### src/rtl/refsched_pkg.sv
package refsched_pkg;
    typedef enum logic [1:0] {
        SCAN   = 2'd0,
        CLAIM  = 2'd1,
        STRIKE = 2'd2,
        SETTLE = 2'd3
    } rs_state_t;
endpackage

### src/rtl/refsched_timer.sv
module refsched_timer #(
    parameter int INTERVAL_CYC = 1562
) (
    input  logic clk,
    input  logic rst_n,
    output logic tick_o
);
    localparam int CW = (INTERVAL_CYC > 1) ? $clog2(INTERVAL_CYC) : 1;
    localparam logic [CW-1:0] LAST = CW'(INTERVAL_CYC - 1);

    logic [CW-1:0] cnt_q;

    always_ff @(posedge clk) begin
        if (!rst_n) begin
            cnt_q <= '0;
        end else if (cnt_q == LAST) begin
            cnt_q <= '0;
        end else begin
            cnt_q <= cnt_q + CW'(1);
        end
    end

    assign tick_o = (cnt_q == LAST);

    // ticks are separated by a full interval
    assert_tick_spacing_R2: assert property (@(posedge clk) disable iff (!rst_n)
        (tick_o && INTERVAL_CYC > 1) |=> !tick_o);
endmodule

### src/rtl/refsched_pending.sv
module refsched_pending #(
    parameter int MAX_PEND = 8
) (
    input  logic clk,
    input  logic rst_n,
    input  logic add_i,
    input  logic take_i,
    output logic nz_o,
    output logic full_o
);
    localparam int PW = $clog2(MAX_PEND + 1);
    localparam logic [PW-1:0] TOP = PW'(MAX_PEND);

    logic [PW-1:0] owed_q;

    always_ff @(posedge clk) begin
        if (!rst_n) begin
            owed_q <= '0;
        end else begin
            unique case ({add_i, take_i})
                2'b10:   if (owed_q != TOP) owed_q <= owed_q + PW'(1);
                2'b01:   owed_q <= owed_q - PW'(1);
                default: owed_q <= owed_q;
            endcase
        end
    end

    assign nz_o   = (owed_q != '0);
    assign full_o = (owed_q == TOP);

    // a full counter hit by a lone interval stays full
    assert_saturate_R7: assert property (@(posedge clk) disable iff (!rst_n)
        (full_o && add_i && !take_i) |=> full_o);
    // a refresh is only taken when one is owed
    assert_no_underflow_R8: assert property (@(posedge clk) disable iff (!rst_n)
        take_i |-> nz_o);
endmodule

### src/rtl/refsched_fsm.sv
module refsched_fsm
    import refsched_pkg::*;
#(
    parameter int TRFC_CYC = 52
) (
    input  logic clk,
    input  logic rst_n,
    input  logic busy_i,
    input  logic grant_i,
    input  logic owed_i,
    input  logic full_i,
    output logic fire_o,
    output logic inhibit_o
);
    localparam int RW = $clog2(TRFC_CYC + 1);
    localparam logic [RW-1:0] RLOAD = RW'(TRFC_CYC - 1);

    rs_state_t     state_q, state_d;
    logic [RW-1:0] rfc_q;

    always_comb begin
        state_d = state_q;
        unique case (state_q)
            SCAN:   if (full_i || (owed_i && !busy_i)) state_d = CLAIM;
            CLAIM:  if (grant_i) state_d = STRIKE;
            STRIKE: state_d = SETTLE;
            SETTLE: if (rfc_q == '0) state_d = SCAN;
        endcase
    end

    always_ff @(posedge clk) begin
        if (!rst_n) begin
            state_q <= SCAN;
            rfc_q   <= '0;
        end else begin
            state_q <= state_d;
            if (state_q == STRIKE) begin
                rfc_q <= RLOAD;
            end else if (state_q == SETTLE && rfc_q != '0) begin
                rfc_q <= rfc_q - RW'(1);
            end
        end
    end

    always_comb begin
        fire_o    = 1'b0;
        inhibit_o = 1'b0;
        unique case (state_q)
            SCAN:   inhibit_o = 1'b0;
            CLAIM:  inhibit_o = 1'b1;
            STRIKE: begin
                inhibit_o = 1'b1;
                fire_o    = 1'b1;
            end
            SETTLE: inhibit_o = 1'b1;
        endcase
    end

    // strobe only after a sampled grant
    assert_grant_before_strike_R5: assert property (@(posedge clk) disable iff (!rst_n)
        fire_o |-> ($past(grant_i) && $past(inhibit_o)));
    // strobe is a single cycle and inhibit survives it
    assert_single_strobe_R6: assert property (@(posedge clk) disable iff (!rst_n)
        fire_o |=> (!fire_o && inhibit_o));
endmodule

### src/rtl/refresh_sched.sv
module refresh_sched #(
    parameter int INTERVAL_CYC = 1562,
    parameter int MAX_PEND     = 8,
    parameter int TRFC_CYC     = 52
) (
    input  logic clk,
    input  logic rst_n,
    input  logic busy_i,
    input  logic grant_i,
    output logic ref_cmd_o,
    output logic inhibit_o
);
    logic tick;
    logic owed;
    logic full;
    logic fire;

    refsched_timer #(.INTERVAL_CYC(INTERVAL_CYC)) u_timer (
        .clk    (clk),
        .rst_n  (rst_n),
        .tick_o (tick)
    );

    refsched_pending #(.MAX_PEND(MAX_PEND)) u_pending (
        .clk    (clk),
        .rst_n  (rst_n),
        .add_i  (tick),
        .take_i (fire),
        .nz_o   (owed),
        .full_o (full)
    );

    refsched_fsm #(.TRFC_CYC(TRFC_CYC)) u_fsm (
        .clk       (clk),
        .rst_n     (rst_n),
        .busy_i    (busy_i),
        .grant_i   (grant_i),
        .owed_i    (owed),
        .full_i    (full),
        .fire_o    (fire),
        .inhibit_o (inhibit_o)
    );

    assign ref_cmd_o = fire;

    // a busy path with room left keeps the refresh deferred
    assert_hold_off_R3: assert property (@(posedge clk) disable iff (!rst_n)
        (!inhibit_o && busy_i && !full) |=> !inhibit_o);
    // a full counter claims the interface regardless of busy
    assert_forced_R4: assert property (@(posedge clk) disable iff (!rst_n)
        (!inhibit_o && full) |=> inhibit_o);
    // nothing is issued in the cycle following reset
    assert_quiet_reset_R1: assert property (@(posedge clk)
        !rst_n |=> !ref_cmd_o);
endmodule

### config.mk
export PLATFORM = sky130hd
export DESIGN_NAME = refresh_sched
export DESIGN_NICKNAME = d
export VERILOG_FILES = /design/src/rtl/refsched_pkg.sv /design/src/rtl/refsched_timer.sv /design/src/rtl/refsched_pending.sv /design/src/rtl/refsched_fsm.sv /design/src/rtl/refresh_sched.sv
export SDC_FILE = /design/constraint.sdc
export NUM_CORES = 1
export LEC_CHECK = 0
export ABC_AREA = 1
export BUFFER_PORTS_ARGS = -buffer_cell sky130_fd_sc_hd__buf_4
export CAP_MARGIN = 40
export CORE_AREA = 2 2 59 61
export DETAILED_ROUTE_END_ITERATION = 6
export DIE_AREA = 0 0 61 63
export SLEW_MARGIN = 10
export SYNTH_ARGS = -nofsm -noshare
export SYNTH_HDL_FRONTEND = slang
export SYNTH_SLANG_ARGS = --single-unit
### constraint.sdc
create_clock -name clk -period 1.9 [get_ports clk]
set_input_delay 0.095 -clock clk [delete_from_list [all_inputs] [get_ports clk]]
set_output_delay 0.095 -clock clk [all_outputs]
set_load 0.05 [all_outputs]
* Word level (Yosys, flattened, before mapping)
Cells that the tools add are included.
** Cells by class
- Add/sub/neg operators :: 4
- Equal/unequal tests :: 12
- Bitwise gates (word level) :: 1
- Mux-type cells :: 10
- Reductions and logical operators :: 15
** Operators by type and width (number)
- 6-bit 2-to-1 mux :: 2
- 11-bit by 1-bit adder with 11-bit output, second input constant :: 1
- 11-bit equality test, second input constant :: 1
- 2-bit case mux with 4 select lines :: 1
- 4-bit case mux with 2 select lines :: 1
- 2-bit equality test, second input constant :: 3
- 6-bit logical NOT :: 1
- 2-bit 2-to-1 mux :: 3
- 2-bit by 1-bit inequality test with 1-bit output, second input constant :: 3
- 6-bit nonzero test :: 1
- 6-bit by 1-bit subtractor with 6-bit output, second input constant :: 1
- 4-bit by 1-bit adder with 4-bit output, second input constant :: 1
- 2-bit by 1-bit equality test with 1-bit output, second input constant :: 2
- 4-bit equality test, second input constant :: 1
- 4-bit 2-to-1 mux :: 1
- 4-bit inequality test, second input constant :: 1
- 2-bit nonzero test :: 2
- 4-bit nonzero test :: 1
- 2-bit OR reduction :: 2
- 4-bit by 1-bit subtractor with 4-bit output, second input constant :: 1
- 3-bit AND reduction :: 1
- 3-bit OR reduction :: 1
- 1-bit logical AND :: 2
- 2-bit logical NOT :: 1
- other kinds (7) :: 7
** Storage, ports and cells
- Output and inout port bits :: 2
- Flip-flop bits (word level) :: 23

* Depth between registers and ports, before layout
- Depth after elaboration :: 5
- Depth in mapped cells :: 16

* Cells and area by module
From an unflattened synthesis, not the netlist that was laid out.
** Second synthesis, totals
- Cell total of the unflattened synthesis :: 216
- Area total of the unflattened synthesis :: 1501.4 µm²
** Modules (own cells, without submodules)
- refsched_fsm :: cells an instance 85, times used 1, area an instance 598.1 µm²
- refsched_timer :: cells an instance 80, times used 1, area an instance 585.6 µm²
- refsched_pending :: cells an instance 51, times used 1, area an instance 317.8 µm²

* Worst setup path after synthesis
OpenSTA, ideal clock, no wires.
- Path type :: register to register
- From :: reg u_fsm.state_q[0]
- To :: reg u_pending.owed_q[2]
- Stages on the path, launching flop included :: 14
- Path buffers :: 1
- Slack :: -0.019 ns
- Data arrival time :: 1.797 ns
- Path through :: dfxtp_1 > inv_1 > ha_1 > buf_2 > nand3_1 > nand2_1 > inv_1 > ha_1 > inv_1 > nand2_1 > inv_1 > nand2_1 > nand2_1 > a21oi_1
** On the way
- Word-level cells in the longest chain between the ends :: 5
- Elaborated cells on any way between the ends :: 8
- Classes of those cells :: 4 x eq/ne; 2 x mux; 2 x reduce/logical
** Ends and longest elaborated chain
- start, declared :: line refsched_fsm.sv:18 : rs_state_t state_q, state_d;
- start signal, assigned :: line refsched_fsm.sv:36 : state_q <= state_d;
- 2-bit equality test * :: line refsched_fsm.sv:48 : unique case (state_q)
- 1-bit 2-to-1 mux * :: line refsched_fsm.sv:48
- net ref_cmd_o :: line refresh_sched.sv:10 : output logic ref_cmd_o,
- 2-bit equality test / 2-bit by 1-bit equality test with 1-bit output (equally long branches) :: line refsched_pending.sv:20 : unique case ({add_i, take_i})
- 2-bit by 1-bit inequality test with 1-bit output (no source line) / 2-bit nonzero test (equally long branches)
- 2-bit AND reduction (no source line)
- end signal, assigned :: line refsched_pending.sv:21 : 2'b10: if (owed_q != TOP) owed_q <= owed_q + PW'(1);
- end signal, assigned :: line refsched_pending.sv:22 : 2'b01: owed_q <= owed_q - PW'(1);
- end signal, assigned :: line refsched_pending.sv:23 : default: owed_q <= owed_q;
- end, declared :: line refsched_pending.sv:14 : logic [PW-1:0] owed_q;
The timed path passes the listed nets; every way through them passes the cells marked *.
A chain may end at the register's enable or synchronous reset.

* Worst setup path after layout
- From :: reg u_timer.cnt_q[0]
- To :: reg u_pending.owed_q[2]
** On the way
- Word-level cells in the longest chain between the ends :: 4
- Elaborated cells on any way between the ends :: 7
- Classes of those cells :: 4 x eq/ne; 1 x mux; 2 x reduce/logical
** Ends and longest elaborated chain
- start, declared :: line refsched_timer.sv:11 : logic [CW-1:0] cnt_q;
- start signal, assigned :: line refsched_timer.sv:19 : cnt_q <= cnt_q + CW'(1);
- 11-bit equality test * :: line refsched_timer.sv:23 : assign tick_o = (cnt_q == LAST);
- 2-bit equality test / 2-bit by 1-bit equality test with 1-bit output (equally long branches) :: line refsched_pending.sv:20
- 2-bit by 1-bit inequality test with 1-bit output (no source line) / 2-bit nonzero test (equally long branches)
- 2-bit AND reduction (no source line)
Mark *: on every way between the ends. The rest lies on a longest branch, timed or not.

==> flow_summary.json <==
{
  "outcome": "finished, final reports clean",
  "finalInstanceArea_um2": 1540,
  "cts_inserted_buffers": 3,
  "wirelength_mm": 2.62,
  "crit_type": "reg -> reg",
  "num_vias": 1213,
  "hp-start": "rst_n",
  "gr-total-overflow": 0,
  "antenna_found_initial": 0,
  "synth-seq-cells": 23,
  "synth.avg_cell_area_um2": 6.92,
  "nets": 227,
  "synth_edf_count": 0,
  "rr_worst_depth": 15,
  "die_h_um": 63,
  "grt_start_max_net_pins": 13,
  "finalMaxSlewViolations": 0,
  "fin_skew_ns": 0.00310,
  "synth_seq_area_share_pct": 33.4,
  "synth.area.top_cells": "dfxtp_1 33%, nand2_1 10%, ha_1 9.1%, inv_1 8.4%, nor2_1 5.7%",
  "cts_sinks": 23,
  "drt_iter0_drc": 30,
  "avgViaCountPerCell": 4.70,
  "wl_per_cell_um": 10.2,
  "maxSlewHeadroom_pct": 81.8,
  "critPathCaptureType": "register",
  "syn_nets": 213,
  "yosysTopAreaCell": "dfxtp_1",
  "yosysTopAreaCellShare_pct": 33.4,
  "start_kind": "register",
  "syn2layout_area_growth_pct": 12.0,
  "start_util_pct": 42.6,
  "maxCapViolCount": 0,
  "tightest_slew_ns": 0.273,
  "hold_viol_final": 0,
  "cts_buffer_depth": 2,
  "min_to": "u_fsm.rfc_q[5]",
  "drc_errors": 0,
  "place_congestion": 0.842,
  "seq_area_um2": 463,
  "reg2reg_to": "u_pending.owed_q[2]",
  "root_buffer": "clkbuf_4",
  "p_per_area_nw_per_um2": 486,
  "min_path_type": "in -> reg",
  "postRouteAntennaNets": 0,
  "ys.flop_type": "dfxtp_1",
  "portBuffers": 5,
  "synth_warnings": 0,
  "layout-drive-gt1-share_pct": 17.5,
  "clkTransAtPathRegs_ns": 0.13,
  "htree_levels": 1,
  "dp_hpwl_mm": 1.98,
  "ios": 6,
  "grt_pass1_wl_mm": 4.80,
  "syn_area_um2": 1380,
  "clock.fmax_ghz": 0.565,
  "yosysUniqueCellTypes": 25,
  "required_ns": 2.10,
  "num_rows": 21,
  "min_delay_path_depth": 3,
  "reg2reg_slack_ns": 0.13,
  "timing.final.crit_share_pct": 93.1,
  "fin_crit_ns": 1.77,
  "netlist_instances": 199,
  "multi_input_area_um2": 774,
  "crit_path_max_fanout": 7,
  "fp.dieW_um": 61,
  "regToRegStartpoint": "u_timer.cnt_q[0]",
  "design.core.area_um2": 3230,
  "die-area_um2": 3840,
  "arrival_ns": 1.97,
  "num_antenna_cells": 0,
  "first_pass_iters": 4,
  "p_leak_nw": 0.682,
  "fillCellCount": 321,
  "cts_tree": "yes",
  "grt_pass1_vias": 1178,
  "final_util_pct": 47.7,
  "setup_violations": 0,
  "place_area_um2": 1470,
  "clk_latency_ns": 0.30,
  "ir_drop_v": 0.000287,
  "async_reset_ff_share_pct": 0,
  "track_usage_pct": 15.8
}
[final cells by class]
type | count | share of cell area, %
clock buffer | 4 | 1.70
inverter | 37 | 9.00
multi-input combinational | 137 | 50.2
sequential | 23 | 30.0
tap | 46 | 3.73
timing repair buffer | 11 | 5.35
[where the power goes]
| part | leakage [nW] | switching (mW) | internal [mW] |
|---|---|---|---|
| Combinational | 0.481 | 0.0164 | 0.0137 |
| Sequential | 0.186 | 0.00552 | 0.488 |
| Clock | 0.0150 | 0.144 | 0.0817 |
| Total | 0.682 | 0.166 | 0.584 |
[cells by family (layout without fill, tap and decap cells)]
kind of cell | after synthesis | count (layout) | synth area share (%)
AND/OR/NAND/NOR | 96 | 96 | 34.6
buffers and inverters | 39 | 52 | 10.8
AO/OA/AOI/OAI | 31 | 31 | 12.1
flip-flops | 23 | 23 | 33.4
adder cells (fa/ha/maj) | 10 | 10 | 9.08
[stage by stage]
step	std cells	power (mW)	TNS, ns	setup WS, ns	hold WS [ns]
global placement	249	0.529	0	0.159	0.397
global route	258	0.794	-0.00220	-0.00220	0.0852
finish	258	0.750	0	0.131	0.0820
floorplan	199	0.519	0	0.137	0.230
detailed placement	249	0.531	0	0.0306	0.403
CTS	253	0.753	0	0.0207	0.0730
[timing repair]
action | CTS | global route
setup endpoints to repair | 0 | 2
buffers inserted | 0 | 5
gates resized for setup | 0 | 3
hold buffers | 0 | 0
[synth_stat cells, drive strengths merged, types with 2 or more instances]
cell,count
nand4,5
dfxtp,23
nor3b,2
inv,37
buf,2
or2,2
nor3,4
o21ai,13
a31oi,4
nand2,42
nor2,24
nand3,16
a21oi,13
ha,10
[flip-flops by register name, summed over array words and instances, names as in the netlist]
register / count
u_timer.cnt_q: 11
u_fsm.state_q: 2
u_pending.owed_q: 4
u_fsm.rfc_q: 6
[worst max-delay path, cell delays in order (launching register included)]
cell and delay, ns:
dfxtp_2 0.39, ha_1 0.16, nand2_1 0.08, nor2_4 0.14, nand3_4 0.12, nand2_4 0.13
nand2_1 0.07, nand2_1 0.06, inv_1 0.04, ha_1 0.16, inv_1 0.05, nand2_1 0.06
inv_1 0.05, nand2_1 0.04, nand2_1 0.07, a21oi_2 0.05
[how the worst max path moves through the flow]
| stage | from | endpoint |
|---|---|---|
| 3_3_place_gp | u_timer.cnt_q[0] | u_pending.owed_q[2] |
| 5_1_grt | u_timer.cnt_q[0] | u_pending.owed_q[2] |
| 2_1_floorplan | u_fsm.state_q[0] | u_pending.owed_q[2] |
| 4_1_cts | u_timer.cnt_q[0] | u_pending.owed_q[2] |
| 3_5_place_dp | u_timer.cnt_q[0] | u_pending.owed_q[2] |
| 6_report | u_timer.cnt_q[0] | u_pending.owed_q[2] |
[routing by layer]
layer	wire, um	global-route usage, %
met1	1330	20.6
met2	1250	26.9
met3	28	1.86
met4	20	4.08
met5	0	0
[layout by cell type (no fill, tap or decap), drive strengths merged]
cell type | Yosys | routed
nand2 | 42 | 42
inv | 37 | 37
nor2 | 24 | 24
dfxtp | 23 | 23
nand3 | 16 | 16
a21oi | 13 | 13
o21ai | 13 | 13
buf | 2 | 11
ha | 10 | 10
nand4 | 5 | 5
a31oi | 4 | 4
nor3 | 4 | 4
clkbuf | 0 | 4
nor3b | 2 | 2
or2 | 2 | 2
nand3b | 1 | 1
o21bai | 1 | 1
No activity file was read; power rests on OpenSTA's default activity.
